## src/rtl/pwdt_pkg.sv

```systemverilog
package pwdt_pkg;

  localparam int unsigned REG_W = 16;

  localparam logic [7:0] WR_KEY = 8'h5A;
  localparam logic [7:0] RD_KEY = 8'h69;

  localparam int unsigned BIT_HOLD = 7;
  localparam int unsigned BIT_MODE = 4;
  localparam int unsigned BIT_CLR  = 3;
  localparam int unsigned BIT_SRC  = 2;

  typedef struct packed {
    logic       hold;
    logic       itv_mode;
    logic       src_aux;
    logic [1:0] isel;
  } pwdt_ctrl_t;

  localparam pwdt_ctrl_t CTRL_RST = '{hold: 1'b0, itv_mode: 1'b0, src_aux: 1'b0, isel: 2'd0};

endpackage

```

## src/rtl/pwdt_regif.sv

```systemverilog
module pwdt_regif
  import pwdt_pkg::*;
(
  input  logic                  clk,
  input  logic                  rst_n,
  input  logic                  wr_en,
  input  logic [REG_W-1:0]      wr_data,
  input  logic                  wd_expire,
  output pwdt_ctrl_t            ctrl,
  output logic                  cnt_clr,
  output logic                  key_fail,
  output logic [REG_W-1:0]      rd_data
);

  logic key_ok;
  logic good_wr;
  logic unused_rsvd;
  pwdt_ctrl_t wr_fields;

  assign key_ok      = (wr_data[REG_W-1:8] == WR_KEY);
  assign good_wr     = wr_en && key_ok;
  assign key_fail    = wr_en && !key_ok;
  assign cnt_clr     = good_wr && wr_data[BIT_CLR];
  assign unused_rsvd = ^wr_data[6:5];

  always_comb begin
    wr_fields.hold     = wr_data[BIT_HOLD];
    wr_fields.itv_mode = wr_data[BIT_MODE];
    wr_fields.src_aux  = wr_data[BIT_SRC];
    wr_fields.isel     = wr_data[1:0];
  end

  always_ff @(posedge clk or negedge rst_n) begin
    if (!rst_n)         ctrl <= CTRL_RST;
    else if (wd_expire) ctrl <= CTRL_RST;
    else if (good_wr)   ctrl <= wr_fields;
  end

  always_comb begin
    rd_data              = '0;
    rd_data[REG_W-1:8]   = RD_KEY;
    rd_data[BIT_HOLD]    = ctrl.hold;
    rd_data[BIT_MODE]    = ctrl.itv_mode;
    rd_data[BIT_SRC]     = ctrl.src_aux;
    rd_data[1:0]         = ctrl.isel;
  end

  AST_BAD_KEY_KEEPS: assert property (@(posedge clk) disable iff (!rst_n)
    (key_fail && !wd_expire) |=> (ctrl == $past(ctrl)));

  AST_WD_RESTORES: assert property (@(posedge clk) disable iff (!rst_n)
    wd_expire |=> (ctrl == CTRL_RST));

endmodule

```

## src/rtl/pwdt_count.sv

```systemverilog
module pwdt_count #(
  parameter int unsigned CNT_W = 16,
  parameter int unsigned TAP0  = 15,
  parameter int unsigned TAP1  = 13,
  parameter int unsigned TAP2  = 9,
  parameter int unsigned TAP3  = 6
) (
  input  logic       clk,
  input  logic       rst_n,
  input  logic       tick,
  input  logic       clr,
  input  logic [1:0] isel,
  output logic       expire
);

  localparam int unsigned N_TAPS = 4;

  logic [CNT_W-1:0]  cnt;
  logic [CNT_W-1:0]  cnt_inc;
  logic [N_TAPS-1:0] tap_now;
  logic [N_TAPS-1:0] tap_nxt;

  assign cnt_inc = cnt + {{(CNT_W-1){1'b0}}, 1'b1};

  for (genvar i = 0; i < N_TAPS; i++) begin : g_tap
    localparam int unsigned POS = (i == 0) ? TAP0 : (i == 1) ? TAP1 : (i == 2) ? TAP2 : TAP3;
    assign tap_now[i] = cnt[POS];
    assign tap_nxt[i] = cnt_inc[POS];
  end

  assign expire = tick && !clr && tap_nxt[isel] && !tap_now[isel];

  always_ff @(posedge clk or negedge rst_n) begin
    if (!rst_n)               cnt <= '0;
    else if (clr || expire)   cnt <= '0;
    else if (tick)            cnt <= cnt_inc;
  end

  AST_IDLE_FROZEN: assert property (@(posedge clk) disable iff (!rst_n)
    (!tick && !clr) |=> $stable(cnt));

  AST_CLEAR_ZEROES: assert property (@(posedge clk) disable iff (!rst_n)
    clr |=> (cnt == '0));

endmodule

```

## src/rtl/pwdt_expiry.sv

```systemverilog
module pwdt_expiry (
  input  logic clk,
  input  logic rst_n,
  input  logic expire,
  input  logic itv_mode,
  input  logic key_fail,
  input  logic flag_clr,
  output logic irq_flag,
  output logic rst_req
);

  always_ff @(posedge clk or negedge rst_n) begin
    if (!rst_n) begin
      irq_flag <= 1'b0;
      rst_req  <= 1'b0;
    end else begin
      if (expire && itv_mode) irq_flag <= 1'b1;
      else if (flag_clr)      irq_flag <= 1'b0;
      rst_req <= key_fail || (expire && !itv_mode);
    end
  end

  AST_FLAG_STICKY: assert property (@(posedge clk) disable iff (!rst_n)
    (irq_flag && !flag_clr) |=> irq_flag);

  AST_WD_REQUEST: assert property (@(posedge clk) disable iff (!rst_n)
    (expire && !itv_mode) |=> (rst_req && $stable(irq_flag)));

  AST_KEY_REQUEST: assert property (@(posedge clk) disable iff (!rst_n)
    key_fail |=> rst_req);

endmodule

```

## src/rtl/pw_watchdog.sv

```systemverilog
module pw_watchdog
  import pwdt_pkg::*;
#(
  parameter int unsigned CNT_W = 16,
  parameter int unsigned TAP0  = 15,
  parameter int unsigned TAP1  = 13,
  parameter int unsigned TAP2  = 9,
  parameter int unsigned TAP3  = 6
) (
  input  logic             clk,
  input  logic             rst_n,
  input  logic             smclk_en,
  input  logic             aclk_en,
  input  logic             bus_wr,
  input  logic [15:0]      bus_wdata,
  output logic [15:0]      bus_rdata,
  input  logic             irq_clr,
  output logic             irq_flag,
  output logic             rst_req
);

  pwdt_ctrl_t ctrl;
  logic       cnt_clr;
  logic       key_fail;
  logic       expire;
  logic       wd_expire;
  logic       src_tick;
  logic       tick;

  assign src_tick  = ctrl.src_aux ? aclk_en : smclk_en;
  assign tick      = src_tick && !ctrl.hold;
  assign wd_expire = expire && !ctrl.itv_mode;

  pwdt_regif u_regif (
    .clk       (clk),
    .rst_n     (rst_n),
    .wr_en     (bus_wr),
    .wr_data   (bus_wdata),
    .wd_expire (wd_expire),
    .ctrl      (ctrl),
    .cnt_clr   (cnt_clr),
    .key_fail  (key_fail),
    .rd_data   (bus_rdata)
  );

  pwdt_count #(
    .CNT_W (CNT_W),
    .TAP0  (TAP0),
    .TAP1  (TAP1),
    .TAP2  (TAP2),
    .TAP3  (TAP3)
  ) u_count (
    .clk    (clk),
    .rst_n  (rst_n),
    .tick   (tick),
    .clr    (cnt_clr),
    .isel   (ctrl.isel),
    .expire (expire)
  );

  pwdt_expiry u_expiry (
    .clk      (clk),
    .rst_n    (rst_n),
    .expire   (expire),
    .itv_mode (ctrl.itv_mode),
    .key_fail (key_fail),
    .flag_clr (irq_clr),
    .irq_flag (irq_flag),
    .rst_req  (rst_req)
  );

  AST_HOLD_NO_EXPIRY: assert property (@(posedge clk) disable iff (!rst_n)
    ctrl.hold |-> !expire);

endmodule

```

## config.mk

```make
export PLATFORM = sky130hd
export DESIGN_NAME = pw_watchdog
export DESIGN_NICKNAME = d
export VERILOG_FILES = /design/src/rtl/pwdt_pkg.sv /design/src/rtl/pwdt_regif.sv /design/src/rtl/pwdt_count.sv /design/src/rtl/pwdt_expiry.sv /design/src/rtl/pw_watchdog.sv
export SDC_FILE = /design/constraint.sdc
export NUM_CORES = 1
export LEC_CHECK = 0
export BUFFER_PORTS_ARGS = -buffer_cell sky130_fd_sc_hd__buf_2
export CORE_ASPECT_RATIO = 1.2
export CORE_MARGIN = 2
export CORE_UTILIZATION = 40
export CTS_BUF_LIST = sky130_fd_sc_hd__clkbuf_4 sky130_fd_sc_hd__clkbuf_8
export CTS_CLUSTER_SIZE = 30
export DETAILED_ROUTE_END_ITERATION = 8
export SYNTH_ARGS = -nofsm -noshare
export SYNTH_HDL_FRONTEND = slang
export SYNTH_SLANG_ARGS = --single-unit
```

## constraint.sdc

```tcl
create_clock -name clk -period 2.51 [get_ports clk]
set_input_delay 0.1255 -clock clk [delete_from_list [all_inputs] [get_ports clk]]
set_output_delay 0.1255 -clock clk [all_outputs]
set_load 0.02 [all_outputs]
```

* Word-level counts from Yosys, hierarchy flattened
Cells that the tools add are included.
** Word-level totals
- Flip-flop bits (word level) :: 23
- Logic and storage cells :: 40
** Cells by class
- Equal/unequal tests :: 1
- $lt $le $gt $ge :: 1
- Add/subtract/negate cells :: 1
- Muxes and demuxes :: 11
- Reduce and logical (&&, ||, !) cells :: 19
** Operators by type and width (number)
- $mux 16 :: 2
- $add 16x1->16 const B :: 1
- $mux 5 :: 2
- $logic_and 1x1->1 :: 9
- $eq 8x7->1 const B :: 1
- $reduce_bool 2->1 :: 3
- $logic_not 1->1 :: 5
- $mux 1 :: 5
- $bmux 1 s2 :: 2
- $lt 2x3->1 const B :: 1
- $logic_or 1x1->1 :: 2

* Longest topological paths before layout
- Depth in word-level cells :: 9
- Gate-level depth with buffers :: 8
- Mapped depth without buffers :: 6

* By module
Synthesis repeated with hierarchy kept, for this count alone.
** Unflattened totals
- Cell total of the unflattened synthesis :: 172
- Area total of the unflattened synthesis :: 1695.4 sq um
** By module, submodules not included
- pwdt_count :: area an instance 1173.6 sq um, instances 1, cells each 118
- pwdt_regif :: area an instance 427.9 sq um, instances 1, cells each 44
- pwdt_expiry :: area an instance 73.8 sq um, instances 1, cells each 7
- pw_watchdog :: area an instance 20.0 sq um, instances 1, cells each 3

* Least setup slack after synthesis
OpenSTA, ideal clock, no wires.
- Kind :: register -> register
- Start :: register u_count.cnt[0]
- End :: register u_count.cnt[0]
- Setup slack :: 0.748 ns
- Clock period less this slack :: 1.762 ns
- Buffers on the path :: 2
- Cell stages (with the launch flop) :: 9
- Required time :: 2.391 ns
- Arrival :: 1.643 ns
- Cells stage by stage :: dfrtp_1 ha_1 clkbuf_2 nor2_1 mux2i_1 a31oi_2 o31ai_4 buf_6 nor2_1
** On the way
- Longest elaborated chain between the ends :: 7
** Ends and longest elaborated chain
- start: declaration :: RTL line pwdt_count.sv:18 : logic [CNT_W-1:0] cnt;
- start signal: assignment :: RTL line pwdt_count.sv:36 : else if (tick) cnt <= cnt_inc;
- $add 16x1->16 (*) :: RTL line pwdt_count.sv:23 : assign cnt_inc = cnt + {{(CNT_W-1){1'b0}}, 1'b1};
- $bmux 1 s2 :: RTL line pwdt_count.sv:31 : assign expire = tick && !clr && tap_nxt[isel] && !tap_now[isel];
- $mux 1 (implied by the code) :: RTL line pwdt_count.sv:31
- $logic_and 1x1->1 (2 in series) :: RTL line pwdt_count.sv:31
- $logic_or 1x1->1 :: RTL line pwdt_count.sv:35 : else if (clr || expire) cnt <= '0;
- $mux 16 / $reduce_bool 2->1 (equally long branches)
Every way passes the cells marked *; elsewhere a longest branch is shown, timed or not. The select of a mux whose other input is x is not followed.
A chain may end at the register's enable or synchronous reset.

* Worst setup path after layout
- Start :: register u_count.cnt[0]
- End :: register u_expiry.irq_flag
** On the way
- Longest elaborated chain between the ends :: 7
** Ends and longest elaborated chain
- $add 16x1->16 (*) :: RTL line pwdt_count.sv:23
- $bmux 1 s2 (*) :: RTL line pwdt_count.sv:31
- $mux 1 (implied by the code) (*) :: RTL line pwdt_count.sv:31
- $logic_and 1x1->1 (*) (2 in series) :: RTL line pwdt_count.sv:31
- $logic_and 1x1->1 (*) :: RTL line pwdt_expiry.sv:17 : if (expire && itv_mode) irq_flag <= 1'b1;
- $mux 1 / $reduce_bool 2->1 (equally long branches)
- end signal: assignment :: RTL line pwdt_expiry.sv:14 : irq_flag <= 1'b0;
- end signal: assignment :: RTL line pwdt_expiry.sv:17
- end signal: assignment :: RTL line pwdt_expiry.sv:18 : else if (flag_clr) irq_flag <= 1'b0;
- end: declaration :: RTL line pwdt_expiry.sv:8 : output logic irq_flag,
Marks and branches as above.

==> impl_metrics.py <==
metrics = {
    "yosys": {
        "synth_edf_count": 0,
        "ys_async_sr_fraction": 1.00,
        "yosysTopAreaCell": "dfrtp_1",
        "synthFlopType": "dfrtp_1",
        "synth_area_leaders": "dfrtp_1, buf_4, nor2_1, xor2_1, mux2i_1",
        "yosysSeqAreaShare": 0.426,
        "synthDominantCellAreaShare": 0.426,
        "syn-mean-instance-area_um2": 9.85,
        "synth_warnings": 0,
        "syn_area_um2": 1350,
        "ys_types": 34,
        "synth_seq_cells": 23,
        "postSynthCellCount": 137,
    },
    "worst_setup_path": {
        "r2r_slack_ns": 0.53,
        "path_cells": "ha_1 > nor2_1 > mux2i_1 > a31oi_2 > nor3_2 > a32o_1",
        "cp_max_fo": 9,
        "critPathKind": "reg -> reg",
        "cp_top_family": "simple AND/OR/NAND/NOR gates",
        "crit_cells": 6,
        "crit_arrival_ns": 2.18,
        "r2r-end": "u_expiry.irq_flag",
        "path_buf_inv": 0,
        "startpoint": "u_count.cnt[0]",
        "cp_slowest_stage_delay_ns": 0.46,
        "crit_path_start_kind": "flip-flop",
        "worstReg2RegStart": "u_count.cnt[0]",
        "endpoint": "u_expiry.irq_flag",
        "reg2reg_depth": 6,
        "cp.required_ns": 2.71,
        "crit_slowest_cell": "dfrtp_1",
        "setup.worst_path.end_class": "flip-flop",
    },
    "grt": {
        "grtUsageTotal": 0.149,
        "grt_max_degree": 24,
        "antenna_found_initial": 0,
        "grt-ovfl-total": 0,
        "grt_pass1_wl_um": 4530,
        "grt_pass1_vias": 1018,
    },
    "die": {
        "rows": 23,
        "start_util": 0.412,
        "pin_count": 40,
        "die_width_um": 57.0,
        "die_h_um": 67.6,
        "core_area_um2": 3280,
        "die_area_um2": 3860,
    },
    "detailed_routing": {
        "routedWlPerCell_um": 13.7,
        "drt_iter0_markers": 23,
        "vias": 1063,
        "first_pass_iters": 4,
        "drc": 0,
        "drt-total-wl_um": 2760,
        "ant_nets": 0,
        "viasPerCell": 5.26,
    },
    "placed_design": {
        "port-buffer-count": 26,
        "routabilityCongestion": 0.774,
        "dp_hpwl_um": 2060,
        "pre_cts_ws_ns": 0.538,
    },
    "sta": {
        "fin_crit_sh": 0.787,
        "slew_headroom": 0.648,
        "finalHoldViolCount": 0,
        "tightest_slew_ns": 0.526,
        "setup_viol": 0,
        "rsz0062_at_grt": "no",
        "setup_slack_ns": 0.535,
        "fin_setup_tns_ns": 0,
        "skew_ns": 0.00637,
        "max_freq_mhz": 506,
        "period_minus_slack_ns": 1.98,
        "drv_slew": 0,
    },
    "job": {
        "drv_cap": 0,
    },
    "clock_tree": {
        "numCtsBuffers": 3,
        "root_buffer": "clkbuf_8",
        "h-tree-depth": 1,
        "cts.sinks": 23,
        "clock_path_buffers": 2,
        "clock_latency_ns": 0.26,
        "ctsResizeCount": 0,
        "clkTransAtPathRegs_ns": 0.09,
        "cts_tree": "done",
    },
    "finish": {
        "fillers": 345,
        "drive_gt1_frac": 0.248,
        "nets": 189,
        "diodes": 0,
        "area_growth_pct": 13.0,
    },
    "status": {
        "status": "complete, no violations",
    },
    "power": {
        "p_per_area_nw_per_um2": 608,
        "vdd_drop_max_v": 0.000400,
        "leakage_nw": 0.742,
    },
    "worst_hold_path": {
        "hold_class": "in -> reg",
    },
}
[repair_timing]
item | CTS | global route
setup buffers | 0 | 0
hold buffers | 1 | 0
hold endpoints to repair | 23 | 0
[cell type report]
type                       instances  area, um2  share of cell area
tap                               37       46.3              0.0304
timing repair buffer              29        155               0.102
clock buffer                       3       41.3              0.0271
inverter                           4       15.0             0.00984
sequential                        23        576               0.377
clock inverter                     1       5.00             0.00328
multi-input combinational        105        687               0.450
[worst register-to-register path: stages (launching register included)]
cell and delay, ns:
dfrtp_1 0.46, ha_1 0.38, nor2_1 0.09, mux2i_1 0.19
a31oi_2 0.16, nor3_2 0.42, a32o_1 0.23
[kinds of logic after synthesis]
family                     after synthesis  synth area share
AOI/OAI and AO/OA                       16            0.0862
adders and majority gates                1           0.00927
xor gates and xnor gates                15            0.0973
other                                    2           0.00556
buffers and inverters                   18            0.0899
muxes                                    7            0.0519
and+or+nand+nor                         55             0.234
DFF                                     23             0.426
[synth_stat cells (2+ instances only)]
master,n
nand2_1,4
nand3_1,9
nor2_1,21
and3_1,3
and4_2,2
nand4_1,6
conb_1,2
o21ai_0,2
xor2_1,9
mux2i_1,7
xnor2_1,6
inv_1,4
a21oi_1,7
buf_4,12
nand4bb_1,2
dfrtp_1,23
[report_power, final]
group / total, mW / internal, mW / switching, mW
Sequential: 0.499 / 0.423 / 0.0764
Combinational: 0.198 / 0.0854 / 0.112
Clock: 0.230 / 0.111 / 0.120
Total: 0.927 / 0.619 / 0.309
[registers in the layout, summed over array words and instances (netlist names)]
register	count
u_regif.ctrl	5
u_count.cnt	16
u_expiry.rst_req	1
u_expiry.irq_flag	1
[how the worst min path moves through the flow]
stage	from	end	slack, ns	depth (start not counted)
floorplan	rst_n	u_count.cnt[0]	-0.17	0
global placement	rst_n	u_expiry.rst_req	0.13	1
detailed placement	rst_n	u_expiry.rst_req	0.13	1
CTS	irq_clr	u_expiry.irq_flag	0.14	3
global route	bus_wr	u_expiry.rst_req	0.16	3
finish	irq_clr	u_expiry.irq_flag	0.14	3
[cells in the final DEF (no fill, tap or decap), types with 3 or more instances in the layout]
cell type and count:
mux2i_1 7, nand2_1 4, nand3_1 9, buf_2 26, conb_1 11, nand4_1 6, and3_1 3, a21oi_1 7
xnor2_1 6, clkbuf_8 3, inv_1 4, xor2_1 9, dfrtp_1 23, nor2_1 21
[routing by layer]
metal,wire length (um),track usage,up-vias
li1,-,-,516
met1,1230,0.189,515
met2,1370,0.266,30
met3,149,0.0307,2
met4,7,0.0262,0
met5,0,0,-
[metrics by stage]
| step | utilization | power [mW] | std cells | instance area, um2 | hold slack [ns] |
|---|---|---|---|---|---|
| after floorplan | - | 0.650 | 146 | 1380 | -0.170 |
| after global routing | 0.465 | 0.986 | 202 | 1530 | 0.160 |
| after global placement | 0.448 | 0.694 | 197 | 1470 | 0.127 |
| after CTS | 0.465 | 0.937 | 202 | 1530 | 0.140 |
| final | 0.465 | 0.927 | 202 | 1530 | 0.143 |
| after detailed placement | 0.448 | 0.702 | 197 | 1470 | 0.134 |
Note: power is estimated with default switching activity, not from simulation.
